<file path="config.mk">
export PLATFORM = sky130hd
export DESIGN_NAME = dma_loop_engine
export DESIGN_NICKNAME = d
export VERILOG_FILES = /design/src/rtl/dma_loop_pkg.sv /design/src/rtl/dma_desc_regs.sv /design/src/rtl/dma_xfer_fsm.sv /design/src/rtl/dma_loop_engine.sv
export SDC_FILE = /design/constraint.sdc
export NUM_CORES = 1
export LEC_CHECK = 0
export ABC_AREA = 1
export BUFFER_PORTS_ARGS = -buffer_cell sky130_fd_sc_hd__buf_2
export CAP_MARGIN = 25
export CORE_ASPECT_RATIO = 0.9
export CORE_MARGIN = 2
export CORE_UTILIZATION = 30
export CTS_CLUSTER_SIZE = 25
export DETAILED_ROUTE_END_ITERATION = 8
export PLACE_DENSITY = 0.59
export SYNTH_ARGS = -nofsm -noshare
export SYNTH_HDL_FRONTEND = slang
export SYNTH_SLANG_ARGS = --single-unit
</file>
<file path="constraint.sdc">
create_clock -name clk -period 3.7 [get_ports clk]
set_input_delay 0.185 -clock clk [delete_from_list [all_inputs] [get_ports clk]]
set_output_delay 0.185 -clock clk [all_outputs]
set_load 0.01 [all_outputs]
</file>
<file path="src/rtl/dma_loop_pkg.sv">
package dma_loop_pkg;

    typedef enum logic [2:0] {
        ST_IDLE,
        ST_CHECK,
        ST_READ,
        ST_WRITE,
        ST_WBACK
    } eng_state_t;

    localparam logic [2:0] RA_SRC   = 3'd0;
    localparam logic [2:0] RA_DST   = 3'd1;
    localparam logic [2:0] RA_COUNT = 3'd2;
    localparam logic [2:0] RA_STEP  = 3'd3;
    localparam logic [2:0] RA_ADJ   = 3'd4;
    localparam logic [2:0] RA_ITER  = 3'd5;
    localparam logic [2:0] RA_CTRL  = 3'd6;

    localparam int CB_START = 0;
    localparam int CB_BUSY  = 1;
    localparam int CB_DONE  = 2;
    localparam int CB_ADIS  = 3;
    localparam int CB_HALF  = 4;
    localparam int CB_FULL  = 5;
    localparam int CB_REQEN = 6;
    localparam int CB_ERR   = 7;
    localparam int CB_INT   = 8;

endpackage

</file>
<file path="src/rtl/dma_desc_regs.sv">
module dma_desc_regs
    import dma_loop_pkg::*;
#(
    parameter int AW  = 16,
    parameter int DW  = 32,
    parameter int NBW = 8,
    parameter int CW  = 8
) (
    input  logic                 clk,
    input  logic                 rst_n,
    input  logic                 we,
    input  logic [2:0]           addr,
    input  logic [DW-1:0]        wdata,
    output logic [DW-1:0]        rdata,
    input  logic                 busy,
    input  logic                 active,
    input  logic                 clr_start,
    input  logic                 set_err,
    input  logic                 wb,
    input  logic [AW-1:0]        wb_src,
    input  logic [AW-1:0]        wb_dst,
    input  logic [CW-1:0]        wb_count,
    input  logic                 wb_major,
    input  logic                 wb_half,
    output logic [AW-1:0]        src,
    output logic [AW-1:0]        dst,
    output logic [NBW-1:0]       nbytes,
    output logic [AW-1:0]        sstep,
    output logic [AW-1:0]        dstep,
    output logic [AW-1:0]        sadj,
    output logic [AW-1:0]        dadj,
    output logic [CW-1:0]        count,
    output logic [CW-1:0]        reload,
    output logic                 start,
    output logic                 reqen,
    output logic                 adis,
    output logic                 half_en,
    output logic                 full_en,
    output logic                 done_f,
    output logic                 err_f,
    output logic                 int_f
);

    localparam int HW = DW / 2;

    always_ff @(posedge clk or negedge rst_n) begin
        if (!rst_n) begin
            src <= '0; dst <= '0; nbytes <= '0;
            sstep <= '0; dstep <= '0; sadj <= '0; dadj <= '0;
            count <= '0; reload <= '0;
            start <= 1'b0; reqen <= 1'b0; adis <= 1'b0;
            half_en <= 1'b0; full_en <= 1'b0;
            done_f <= 1'b0; err_f <= 1'b0; int_f <= 1'b0;
        end else begin
            if (we && !busy) begin
                case (addr)
                    RA_SRC:   src    <= wdata[AW-1:0];
                    RA_DST:   dst    <= wdata[AW-1:0];
                    RA_COUNT: nbytes <= wdata[NBW-1:0];
                    RA_STEP: begin
                        sstep <= AW'($signed(wdata[HW-1:0]));
                        dstep <= AW'($signed(wdata[DW-1:HW]));
                    end
                    RA_ADJ: begin
                        sadj <= AW'($signed(wdata[HW-1:0]));
                        dadj <= AW'($signed(wdata[DW-1:HW]));
                    end
                    RA_ITER: begin
                        count  <= wdata[CW-1:0];
                        reload <= wdata[HW+CW-1:HW];
                    end
                    default: ;
                endcase
            end
            if (we && addr == RA_CTRL) begin
                start   <= wdata[CB_START];
                adis    <= wdata[CB_ADIS];
                half_en <= wdata[CB_HALF];
                full_en <= wdata[CB_FULL];
                reqen   <= wdata[CB_REQEN];
                done_f  <= done_f & wdata[CB_DONE];
                err_f   <= err_f & wdata[CB_ERR];
                int_f   <= int_f & wdata[CB_INT];
            end
            if (clr_start) start <= 1'b0;
            if (set_err)   err_f <= 1'b1;
            if (wb) begin
                src   <= wb_src;
                dst   <= wb_dst;
                count <= wb_count;
                if (wb_major) begin
                    done_f <= 1'b1;
                    if (adis)    reqen <= 1'b0;
                    if (full_en) int_f <= 1'b1;
                end
                if (wb_half && half_en) int_f <= 1'b1;
            end
        end
    end

    always_comb begin
        rdata = '0;
        case (addr)
            RA_SRC:   rdata[AW-1:0]  = src;
            RA_DST:   rdata[AW-1:0]  = dst;
            RA_COUNT: rdata[NBW-1:0] = nbytes;
            RA_STEP:  rdata = {HW'(dstep), HW'(sstep)};
            RA_ADJ:   rdata = {HW'(dadj), HW'(sadj)};
            RA_ITER: begin
                rdata[CW-1:0]     = count;
                rdata[HW+CW-1:HW] = reload;
            end
            RA_CTRL: begin
                rdata[CB_START] = start;
                rdata[CB_BUSY]  = active;
                rdata[CB_DONE]  = done_f;
                rdata[CB_ADIS]  = adis;
                rdata[CB_HALF]  = half_en;
                rdata[CB_FULL]  = full_en;
                rdata[CB_REQEN] = reqen;
                rdata[CB_ERR]   = err_f;
                rdata[CB_INT]   = int_f;
            end
            default: ;
        endcase
    end

endmodule

</file>
<file path="src/rtl/dma_xfer_fsm.sv">
module dma_xfer_fsm
    import dma_loop_pkg::*;
#(
    parameter int AW  = 16,
    parameter int DW  = 32,
    parameter int NBW = 8,
    parameter int CW  = 8
) (
    input  logic            clk,
    input  logic            rst_n,
    input  logic [AW-1:0]   src,
    input  logic [AW-1:0]   dst,
    input  logic [NBW-1:0]  nbytes,
    input  logic [AW-1:0]   sstep,
    input  logic [AW-1:0]   dstep,
    input  logic [AW-1:0]   sadj,
    input  logic [AW-1:0]   dadj,
    input  logic [CW-1:0]   count,
    input  logic [CW-1:0]   reload,
    input  logic            start,
    input  logic            reqen,
    input  logic            hw_req,
    output logic            busy,
    output logic            active,
    output logic            clr_start,
    output logic            set_err,
    output logic            wb,
    output logic [AW-1:0]   wb_src,
    output logic [AW-1:0]   wb_dst,
    output logic [CW-1:0]   wb_count,
    output logic            wb_major,
    output logic            wb_half,
    output logic            mem_rd,
    output logic            mem_wr,
    output logic [AW-1:0]   mem_addr,
    output logic [DW-1:0]   mem_wdata,
    input  logic [DW-1:0]   mem_rdata
);

    localparam int BYTES = DW / 8;
    localparam int LB    = $clog2(BYTES);

    eng_state_t state, nxt;
    logic [AW-1:0]  src_w, dst_w;
    logic [NBW-1:0] rem_w;
    logic           go, cfg_err, last_word;
    logic [CW-1:0]  dec_count;

    assign go        = start | (reqen & hw_req);
    assign last_word = (rem_w == NBW'(BYTES));
    assign dec_count = count - CW'(1);
    assign cfg_err   = (nbytes == '0) || (reload == '0) || (count == '0) ||
                       (|{src[LB-1:0], dst[LB-1:0], nbytes[LB-1:0],
                          sstep[LB-1:0], dstep[LB-1:0], sadj[LB-1:0], dadj[LB-1:0]});

    always_ff @(posedge clk or negedge rst_n) begin
        if (!rst_n) state <= ST_IDLE;
        else        state <= nxt;
    end

    always_comb begin
        nxt = state;
        unique case (state)
            ST_IDLE:  if (go) nxt = ST_CHECK;
            ST_CHECK: nxt = cfg_err ? ST_IDLE : ST_READ;
            ST_READ:  nxt = ST_WRITE;
            ST_WRITE: nxt = last_word ? ST_WBACK : ST_READ;
            ST_WBACK: nxt = ST_IDLE;
            default:  nxt = ST_IDLE;
        endcase
    end

    always_ff @(posedge clk or negedge rst_n) begin
        if (!rst_n) begin
            src_w <= '0; dst_w <= '0; rem_w <= '0;
        end else if (state == ST_IDLE && go) begin
            src_w <= src; dst_w <= dst; rem_w <= nbytes;
        end else if (state == ST_WRITE) begin
            src_w <= src_w + sstep;
            dst_w <= dst_w + dstep;
            rem_w <= rem_w - NBW'(BYTES);
        end
    end

    always_comb begin
        busy      = (state != ST_IDLE);
        active    = (state == ST_READ) || (state == ST_WRITE) || (state == ST_WBACK);
        clr_start = (state == ST_IDLE) && go;
        set_err   = (state == ST_CHECK) && cfg_err;
        mem_rd    = (state == ST_READ);
        mem_wr    = (state == ST_WRITE);
        mem_addr  = (state == ST_WRITE) ? dst_w : src_w;
        mem_wdata = mem_rdata;
        wb        = (state == ST_WBACK);
        wb_major  = (dec_count == '0);
        wb_half   = (dec_count != '0) && (dec_count == (reload >> 1));
        wb_count  = wb_major ? reload : dec_count;
        wb_src    = wb_major ? src_w + sadj : src_w;
        wb_dst    = wb_major ? dst_w + dadj : dst_w;
    end

    p_write_follows_read_r4: assert property (@(posedge clk) disable iff (!rst_n)
        mem_wr |-> $past(mem_rd));
    p_wb_after_write_r5: assert property (@(posedge clk) disable iff (!rst_n)
        wb |-> $past(mem_wr));
    p_err_no_access_r10: assert property (@(posedge clk) disable iff (!rst_n)
        set_err |=> (!active && !mem_rd && !mem_wr));

endmodule

</file>
<file path="src/rtl/dma_loop_engine.sv">
module dma_loop_engine
    import dma_loop_pkg::*;
#(
    parameter int AW  = 16,
    parameter int DW  = 32,
    parameter int NBW = 8,
    parameter int CW  = 8
) (
    input  logic           clk,
    input  logic           rst_n,
    input  logic           reg_we,
    input  logic [2:0]     reg_addr,
    input  logic [DW-1:0]  reg_wdata,
    output logic [DW-1:0]  reg_rdata,
    input  logic           hw_req,
    output logic           mem_rd,
    output logic           mem_wr,
    output logic [AW-1:0]  mem_addr,
    output logic [DW-1:0]  mem_wdata,
    input  logic [DW-1:0]  mem_rdata,
    output logic           irq,
    output logic           done
);

    logic [AW-1:0]  src, dst, sstep, dstep, sadj, dadj, wb_src, wb_dst;
    logic [NBW-1:0] nbytes;
    logic [CW-1:0]  count, reload, wb_count;
    logic start, reqen, adis, half_en, full_en, err_f;
    logic busy, active, clr_start, set_err, wb, wb_major, wb_half;

    dma_desc_regs #(.AW(AW), .DW(DW), .NBW(NBW), .CW(CW)) u_regs (
        .clk(clk), .rst_n(rst_n), .we(reg_we), .addr(reg_addr),
        .wdata(reg_wdata), .rdata(reg_rdata),
        .busy(busy), .active(active), .clr_start(clr_start), .set_err(set_err),
        .wb(wb), .wb_src(wb_src), .wb_dst(wb_dst), .wb_count(wb_count),
        .wb_major(wb_major), .wb_half(wb_half),
        .src(src), .dst(dst), .nbytes(nbytes), .sstep(sstep), .dstep(dstep),
        .sadj(sadj), .dadj(dadj), .count(count), .reload(reload),
        .start(start), .reqen(reqen), .adis(adis), .half_en(half_en),
        .full_en(full_en), .done_f(done), .err_f(err_f), .int_f(irq)
    );

    dma_xfer_fsm #(.AW(AW), .DW(DW), .NBW(NBW), .CW(CW)) u_fsm (
        .clk(clk), .rst_n(rst_n),
        .src(src), .dst(dst), .nbytes(nbytes), .sstep(sstep), .dstep(dstep),
        .sadj(sadj), .dadj(dadj), .count(count), .reload(reload),
        .start(start), .reqen(reqen), .hw_req(hw_req),
        .busy(busy), .active(active), .clr_start(clr_start), .set_err(set_err),
        .wb(wb), .wb_src(wb_src), .wb_dst(wb_dst), .wb_count(wb_count),
        .wb_major(wb_major), .wb_half(wb_half),
        .mem_rd(mem_rd), .mem_wr(mem_wr), .mem_addr(mem_addr),
        .mem_wdata(mem_wdata), .mem_rdata(mem_rdata)
    );

    p_start_clears_r3: assert property (@(posedge clk) disable iff (!rst_n)
        clr_start |=> !start);
    p_done_on_major_r7: assert property (@(posedge clk) disable iff (!rst_n)
        (wb && wb_major) |=> done);
    p_autodisable_r8: assert property (@(posedge clk) disable iff (!rst_n)
        (wb && wb_major && adis) |=> !reqen);
    p_half_irq_r9: assert property (@(posedge clk) disable iff (!rst_n)
        (wb && wb_half && half_en) |=> irq);
    p_err_flag_r10: assert property (@(posedge clk) disable iff (!rst_n)
        set_err |=> err_f);

endmodule

</file>
### Word-level counts from Yosys, hierarchy flattened

Index checks and enable logic that the tools add are counted.

* bits in registers: 171
* output and inout port bits: 84
* logic and storage cells: 124

* $add $sub $neg: 6
* equality and inequality tests: 13
* multiplexer cells: 44
* bitwise logic cells: 5
* reduce and logical (&&, ||, !) cells: 35

Operators with widths (number)
* $mux W16: 13
* $add A16 B16 Y16: 4
* $pmux W8 S7: 1
* $mux W8: 6
* $logic_not A8 Y1: 4
* $pmux W7 S4: 1
* $pmux W8 S3: 1
* $mux W1: 16
* $pmux W8 S2: 1
* $reduce_and A2 Y1: 7
* $reduce_bool A2 Y1: 7
* $reduce_or A14 Y1: 1
* $eq A3 B2 Y1 const B: 4
* $eq A3 B3 Y1 const B: 4
* $pmux W3 S4: 1
* $eq A8 B3 Y1 const B: 1
* $eq A8 B7 Y1: 1
* $reduce_bool A8 Y1: 1
* $sub A8 B1 Y8 const B: 1
* $sub A8 B3 Y8 const B: 1
* $eq A3 B1 Y1 const B: 2
* $logic_and A1 B1 Y1: 6
* $logic_not A3 Y1: 2
* $mux W3: 2
* other kinds (8): 15

### Logic depth before layout (Yosys ltp)

* word-level depth: 7
* gate-level depth with buffers: 14

### Modules after synthesis

A second synthesis with hierarchy kept.

* cells, all modules: 2089
* area, all modules: 13397.8 um2

By module, submodules not included
* dma_xfer_fsm: instances 1, cells an instance 1191, area each 6797.8 um2, sequential area each 1076.0 um2
* dma_desc_regs: instances 1, cells an instance 898, area each 6600.1 um2, sequential area each 3203.1 um2

### Worst setup path after synthesis

No wires, ideal clock.

* path type: register to register
* start: reg u_regs.count[0]
* end: reg u_regs.dst[11]
* setup time: 77 ps
* arrival: 1833 ps
* data required time: 3623 ps
* path slack: 1790 ps
* stages on the path, launching flop included: 14
* buffers on the path: 1
* period minus slack after synthesis: 1910 ps
* cell sequence: dfrtp_1 > inv_2 > ha_1 > inv_1 > nand2_1 > nand2_1 > nor2_1 > nand2_1 > nor2_2 > nand3_4 > nor2_8 > buf_6 > nand3_2 > a21oi_1

* word-level cells in the longest chain between the ends: 4

RTL lines
* start, declared: line dma_desc_regs.sv:32 `output logic [CW-1:0] count,`
* start signal, assigned: line dma_desc_regs.sv:69 `count <= wdata[CW-1:0];`
* start signal, assigned: line dma_desc_regs.sv:90 `count <= wb_count;`
* $sub A8 B1 Y8: line dma_xfer_fsm.sv:51 `assign dec_count = count - CW'(1);`
* $logic_not A8 Y1: line dma_xfer_fsm.sv:95 `wb_major = (dec_count == '0);`
* $mux W16: line dma_xfer_fsm.sv:99 `wb_dst = wb_major ? dst_w + dadj : dst_w;`
* $mux W16: line dma_desc_regs.sv:87 `if (wb) begin`
* end signal, assigned: line dma_desc_regs.sv:58 `RA_DST: dst <= wdata[AW-1:0];`
* end signal, assigned: line dma_desc_regs.sv:89 `dst <= wb_dst;`
* end, declared: line dma_desc_regs.sv:26 `output logic [AW-1:0] dst,`

No other way between the ends.
A chain may end at the register's enable or synchronous reset.

### Worst setup path after layout

* start: reg u_regs.count[0]
* end: reg u_regs.reqen

* word-level cells in the longest chain between the ends: 4

RTL lines
* $sub A8 B1 Y8: line dma_xfer_fsm.sv:51
* $logic_not A8 Y1: line dma_xfer_fsm.sv:95
* $mux W1: line dma_desc_regs.sv:91 `if (wb_major) begin`
* $mux W1: line dma_desc_regs.sv:87
* end signal, assigned: line dma_desc_regs.sv:80 `reqen <= wdata[CB_REQEN];`
* end, declared: line dma_desc_regs.sv:35 `output logic reqen,`

No other way between the ends.

==> impl_metrics.csv <==
group,metric,value,unit
clock_network,postCtsResizedCells,0,
synthesis,ys_top_cells_by_count,"475 x sky130_fd_sc_hd__nand2_1, 213 x sky130_fd_sc_hd__inv_1, 173 x sky130_fd_sc_hd__nor2_1",
layout,ff_latch_area,0.00428,sq mm
clock_network,cts_tree,"done",
clock_network,clkSlewWorstSetupHoldPaths,0.08,ns
setup_path,number_of_buffers_and_inverters_on_the_critical_path,4,
setup_path,slowest_stage_cell_cp,"sky130_fd_sc_hd__nor2_8",
pwr,worst_ir_drop_vdd,0.373,mV
setup_path,criticalPathCategory,"reg -> reg",
placed_design,number_of_cells_after_detailed_placement,2309,
setup_path,cp-start-kind,"flip-flop",
placed_design,post-place-ws,0.665,ns
synthesis,syn_area_per_cell,7.08,sq um
timing,layout_setup_ws,0.652,ns
pwr,power.static_leakage,6.85,nW
setup_path,end_kind,"flip-flop",
floorplanning,effective_utilization_at_floorplan,0.304,
global_routing,gr-max-usage-layer,"met2",
layout,stdcell_area,0.0140,sq mm
clock_network,cts-buffers-inserted,17,
layout,multiInputGateArea,0.00680,sq mm
route,routed-via-count,12300,
placed_design,gp_congestion,1.00,
synthesis,synth_fp_nets,1887,
global_routing,grt_start_max_net_pins,91,
floorplanning,die_w,218,um
synthesis,total_number_of_yosys_warnings,0,
global_routing,grtUsageMet3,0.0333,
timing,fin_crit_sh,0.824,
pwr,total_switching_power,6.00,mW
timing,max_clock_freq,328,MHz
route,drt-total-wl,44700,um
timing,setup_viol_count_final,0,
layout,utilization,0.345,
synthesis,post_synth_instance_area,0.0124,sq mm
synthesis,synth_most_common_cell,"sky130_fd_sc_hd__nand2_1",
synthesis,synth-async-reset-ratio,1.00,
timing,timing.final.hold_violations,0,
synthesis,netlist-cell-type-count,49,
layout,syn_to_final_growth,13.2,%
floorplanning,row_count,70,
setup_path,critPathMaxStageDelay,0.71,ns
outcome,outcome,"finished clean",
route,vias_per_cell,5.20,
placed_design,io_buffer_count,90,
timing,layout_min_cycle_time,3.05,ns
timing,final-max-slew-violation-count,0,
global_routing,global_route.usage.met1,0.296,
clock_network,clk_root_buffer_cell,"sky130_fd_sc_hd__clkbuf_16",
synthesis,synth_enable_flop_cells,0,
pwr,power_report.internal_total,5.91,mW
timing,rsz0062_at_grt,"no",
route,first_pass_iters,6,
clock_network,h_tree_lvl_count,4,
job,maxCapViolations,0,
setup_path,path_cells,"inv_2 > ha_1 > inv_1 > nand2_1 > nand2_1 > nor2_1 > nand2_1 > nor2_2 > nand3_4 > nor2_8 > inv_1 > o21ai_0 > inv_1",
pwr,p_comb_frac,0.544,
floorplanning,die-height,197,um
layout,fin_cells,2363,
timing,max_slew.worst_pin.slew,1.07,ns
pwr,power,11.9,mW
synthesis,netlist.top_cell.by_area,"sky130_fd_sc_hd__dfrtp_1",
global_routing,vias_in_the_first_global_route,11500,
route,route.detailed.drc,0,
layout,diode_insertion_count_for_antenna_repair,0,
synthesis,synth_seq_cells,171,
pwr,seqPwrFrac,0.301,
clock_network,clkLatencyLatePin,0.46,ns
floorplanning,area_of_the_placeable_core,0.0406,sq mm
pwr,power.share.switching,0.504,
global_routing,antenna_found_initial,0,
clock_network,clockBufferDepth,2,
pwr,clock_network_power_share,0.154,
setup_path,critical_path.max_fanout,36,
synthesis,synthTopCellsByArea,"sky130_fd_sc_hd__dfrtp_1 35%, sky130_fd_sc_hd__nand2_1 14%, sky130_fd_sc_hd__ha_1 6.5%",
global_routing,grt_overflow_total,0,
global_routing,grt_first_pass_wirelength,68600,um
synthesis,synth_flop_cell,"sky130_fd_sc_hd__dfrtp_1",
placed_design,post-dp-hpwl,33800,um
synthesis,synth_top_area_share,0.346,
layout,share_of_final_layout_standard_cells_stronger_than_drive_strength_1,0.103,
floorplanning,ioPinCount,155,
clock_network,post_cts_hold_buffer_count,23,
timing,timing.setup.tns,0,ns
global_routing,globalRouteMet2Util,0.318,
clock_network,numClockSinks,171,
route,drt.antenna.violating_nets,0,
timing,worst_clock_skew,0.0185,ns
layout,num-nets-final,1950,
pwr,p_per_area,851,mW/mm^2
route,drt_iter0_markers,1072,
route,wire_per_inst,18.9,um
placed_design,placed_area,0.0132,sq mm
worst_hold_path,worst_hold_path_type,"in -> reg",
timing,slew_headroom,0.284,
global_routing,track_usage,0.208,
setup_path,worst_ep_arrival_time,3.40,ns
setup_path,timing.critical_path.required,4.05,ns
timing,hold-worst-slack,0.0131,ns
layout,filler_cell_count,4377,
synthesis,synth-seq-area-share,0.346,
setup_path,critical-path-top-delay-family,"simple AND/OR/NAND/NOR gates",
synthesis,post_synth_inst_count,1748,
clock_network,cts_post_setup_buffers_inserted,0,
floorplanning,die_area,0.0429,sq mm
[cell type report]
class / instances / area share
multi-input cells: 1270 / 0.485
flip-flops and latches: 171 / 0.305
repair buffers: 130 / 0.0608
inverters: 221 / 0.0592
well taps: 540 / 0.0482
clock buffers: 18 / 0.0313
clock inverters: 13 / 0.00947
[metal layers]
layer	vias to the layer above	wire [um]
met1	5851	20200
met5	-	0
li1	5858	-
met4	0	1470
met2	508	19700
met3	67	3290
[worst reg2reg max path, cell delays in order (launching register included)]
cell	delay, ns
sky130_fd_sc_hd__dfrtp_1	0.39
sky130_fd_sc_hd__inv_2	0.16
sky130_fd_sc_hd__ha_1	0.29
sky130_fd_sc_hd__inv_1	0.07
sky130_fd_sc_hd__nand2_1	0.06
sky130_fd_sc_hd__nand2_1	0.11
sky130_fd_sc_hd__nor2_1	0.11
sky130_fd_sc_hd__nand2_1	0.07
sky130_fd_sc_hd__nor2_2	0.13
sky130_fd_sc_hd__nand3_4	0.41
sky130_fd_sc_hd__nor2_8	0.73
sky130_fd_sc_hd__inv_1	0.16
sky130_fd_sc_hd__o21ai_0	0.19
sky130_fd_sc_hd__inv_1	0.06
[placed cells by master, fill, tap and decap left out, types with 4 or more instances in the layout]
cell type	instances
sky130_fd_sc_hd__a221o_1	7
sky130_fd_sc_hd__o21ai_0	113
sky130_fd_sc_hd__o21bai_1	17
sky130_fd_sc_hd__dlygate4sd3_1	23
sky130_fd_sc_hd__o2111ai_1	4
sky130_fd_sc_hd__nor3_1	13
sky130_fd_sc_hd__a21oi_1	98
sky130_fd_sc_hd__clkbuf_16	17
sky130_fd_sc_hd__dfrtp_1	171
sky130_fd_sc_hd__inv_6	6
sky130_fd_sc_hd__a22oi_1	12
sky130_fd_sc_hd__nor2_2	8
sky130_fd_sc_hd__nand3_2	8
sky130_fd_sc_hd__mux2_2	8
sky130_fd_sc_hd__a211oi_1	5
sky130_fd_sc_hd__xor2_1	20
sky130_fd_sc_hd__buf_4	14
sky130_fd_sc_hd__a221oi_1	6
sky130_fd_sc_hd__nor2_4	4
sky130_fd_sc_hd__fa_1	4
sky130_fd_sc_hd__o22ai_1	22
sky130_fd_sc_hd__inv_2	8
sky130_fd_sc_hd__or2_2	5
sky130_fd_sc_hd__xnor2_1	14
sky130_fd_sc_hd__inv_1	213
sky130_fd_sc_hd__nor2_1	169
sky130_fd_sc_hd__nand4_1	14
sky130_fd_sc_hd__ha_1	64
sky130_fd_sc_hd__o211ai_1	15
sky130_fd_sc_hd__buf_2	89
sky130_fd_sc_hd__nand3_1	109
sky130_fd_sc_hd__o221ai_1	18
sky130_fd_sc_hd__nand3b_1	10
sky130_fd_sc_hd__a21o_1	4
sky130_fd_sc_hd__nand2_1	475
[logic make-up after synthesis]
kind of cell               synth area share
adders and majority gates            0.0712
AOI/OAI and AO/OA                     0.164
DFF                                   0.346
buffers and inverters                 0.107
muxes                               0.00728
xor gates and xnor gates             0.0241
and+or+nand+nor                       0.281
[state kept, by name, indices dropped and copies added (netlist names), 3 cells and up]
name and count:
u_fsm.dst_w 16, u_fsm.rem_w 8, u_fsm.src_w 16, u_fsm.state 3, u_regs.count 8, u_regs.dadj 16
u_regs.dst 16, u_regs.dstep 16, u_regs.nbytes 8, u_regs.reload 8, u_regs.sadj 16, u_regs.src 16
u_regs.sstep 16
[final timing paths]
check	cells after the start	slack (ns)	startpoint	end
setup reg to reg	13	0.65	u_regs.count[0]$_DFFE_PN0P_	u_regs.reqen$_DFF_PN0_
min in group asynchronous	2	0.38	rst_n	u_regs.reload[3]$_DFFE_PN0P_
setup / recovery	13	0.65	u_regs.count[0]$_DFFE_PN0P_	u_regs.reqen$_DFF_PN0_
max in group asynchronous	3	2.40	rst_n	u_regs.dstep[13]$_DFFE_PN0P_
hold reg to reg	2	0.49	u_regs.adis$_DFFE_PN0P_	u_regs.adis$_DFFE_PN0P_
hold / removal	3	0.01	reg_wdata[4]	u_regs.sstep[4]$_DFFE_PN0P_
[power by group through the flow]
stage | clock network, mW | registers (mW) | logic, mW
final | 1.84 | 3.59 | 6.49
after global routing | 1.93 | 3.67 | 7.29
after floorplan | 0 | 3.16 | 4.67
after global placement | 0 | 3.57 | 6.30
after CTS | 1.86 | 3.56 | 6.39
after detailed placement | 0 | 3.58 | 6.32
Power figures use the tool's default switching activity.
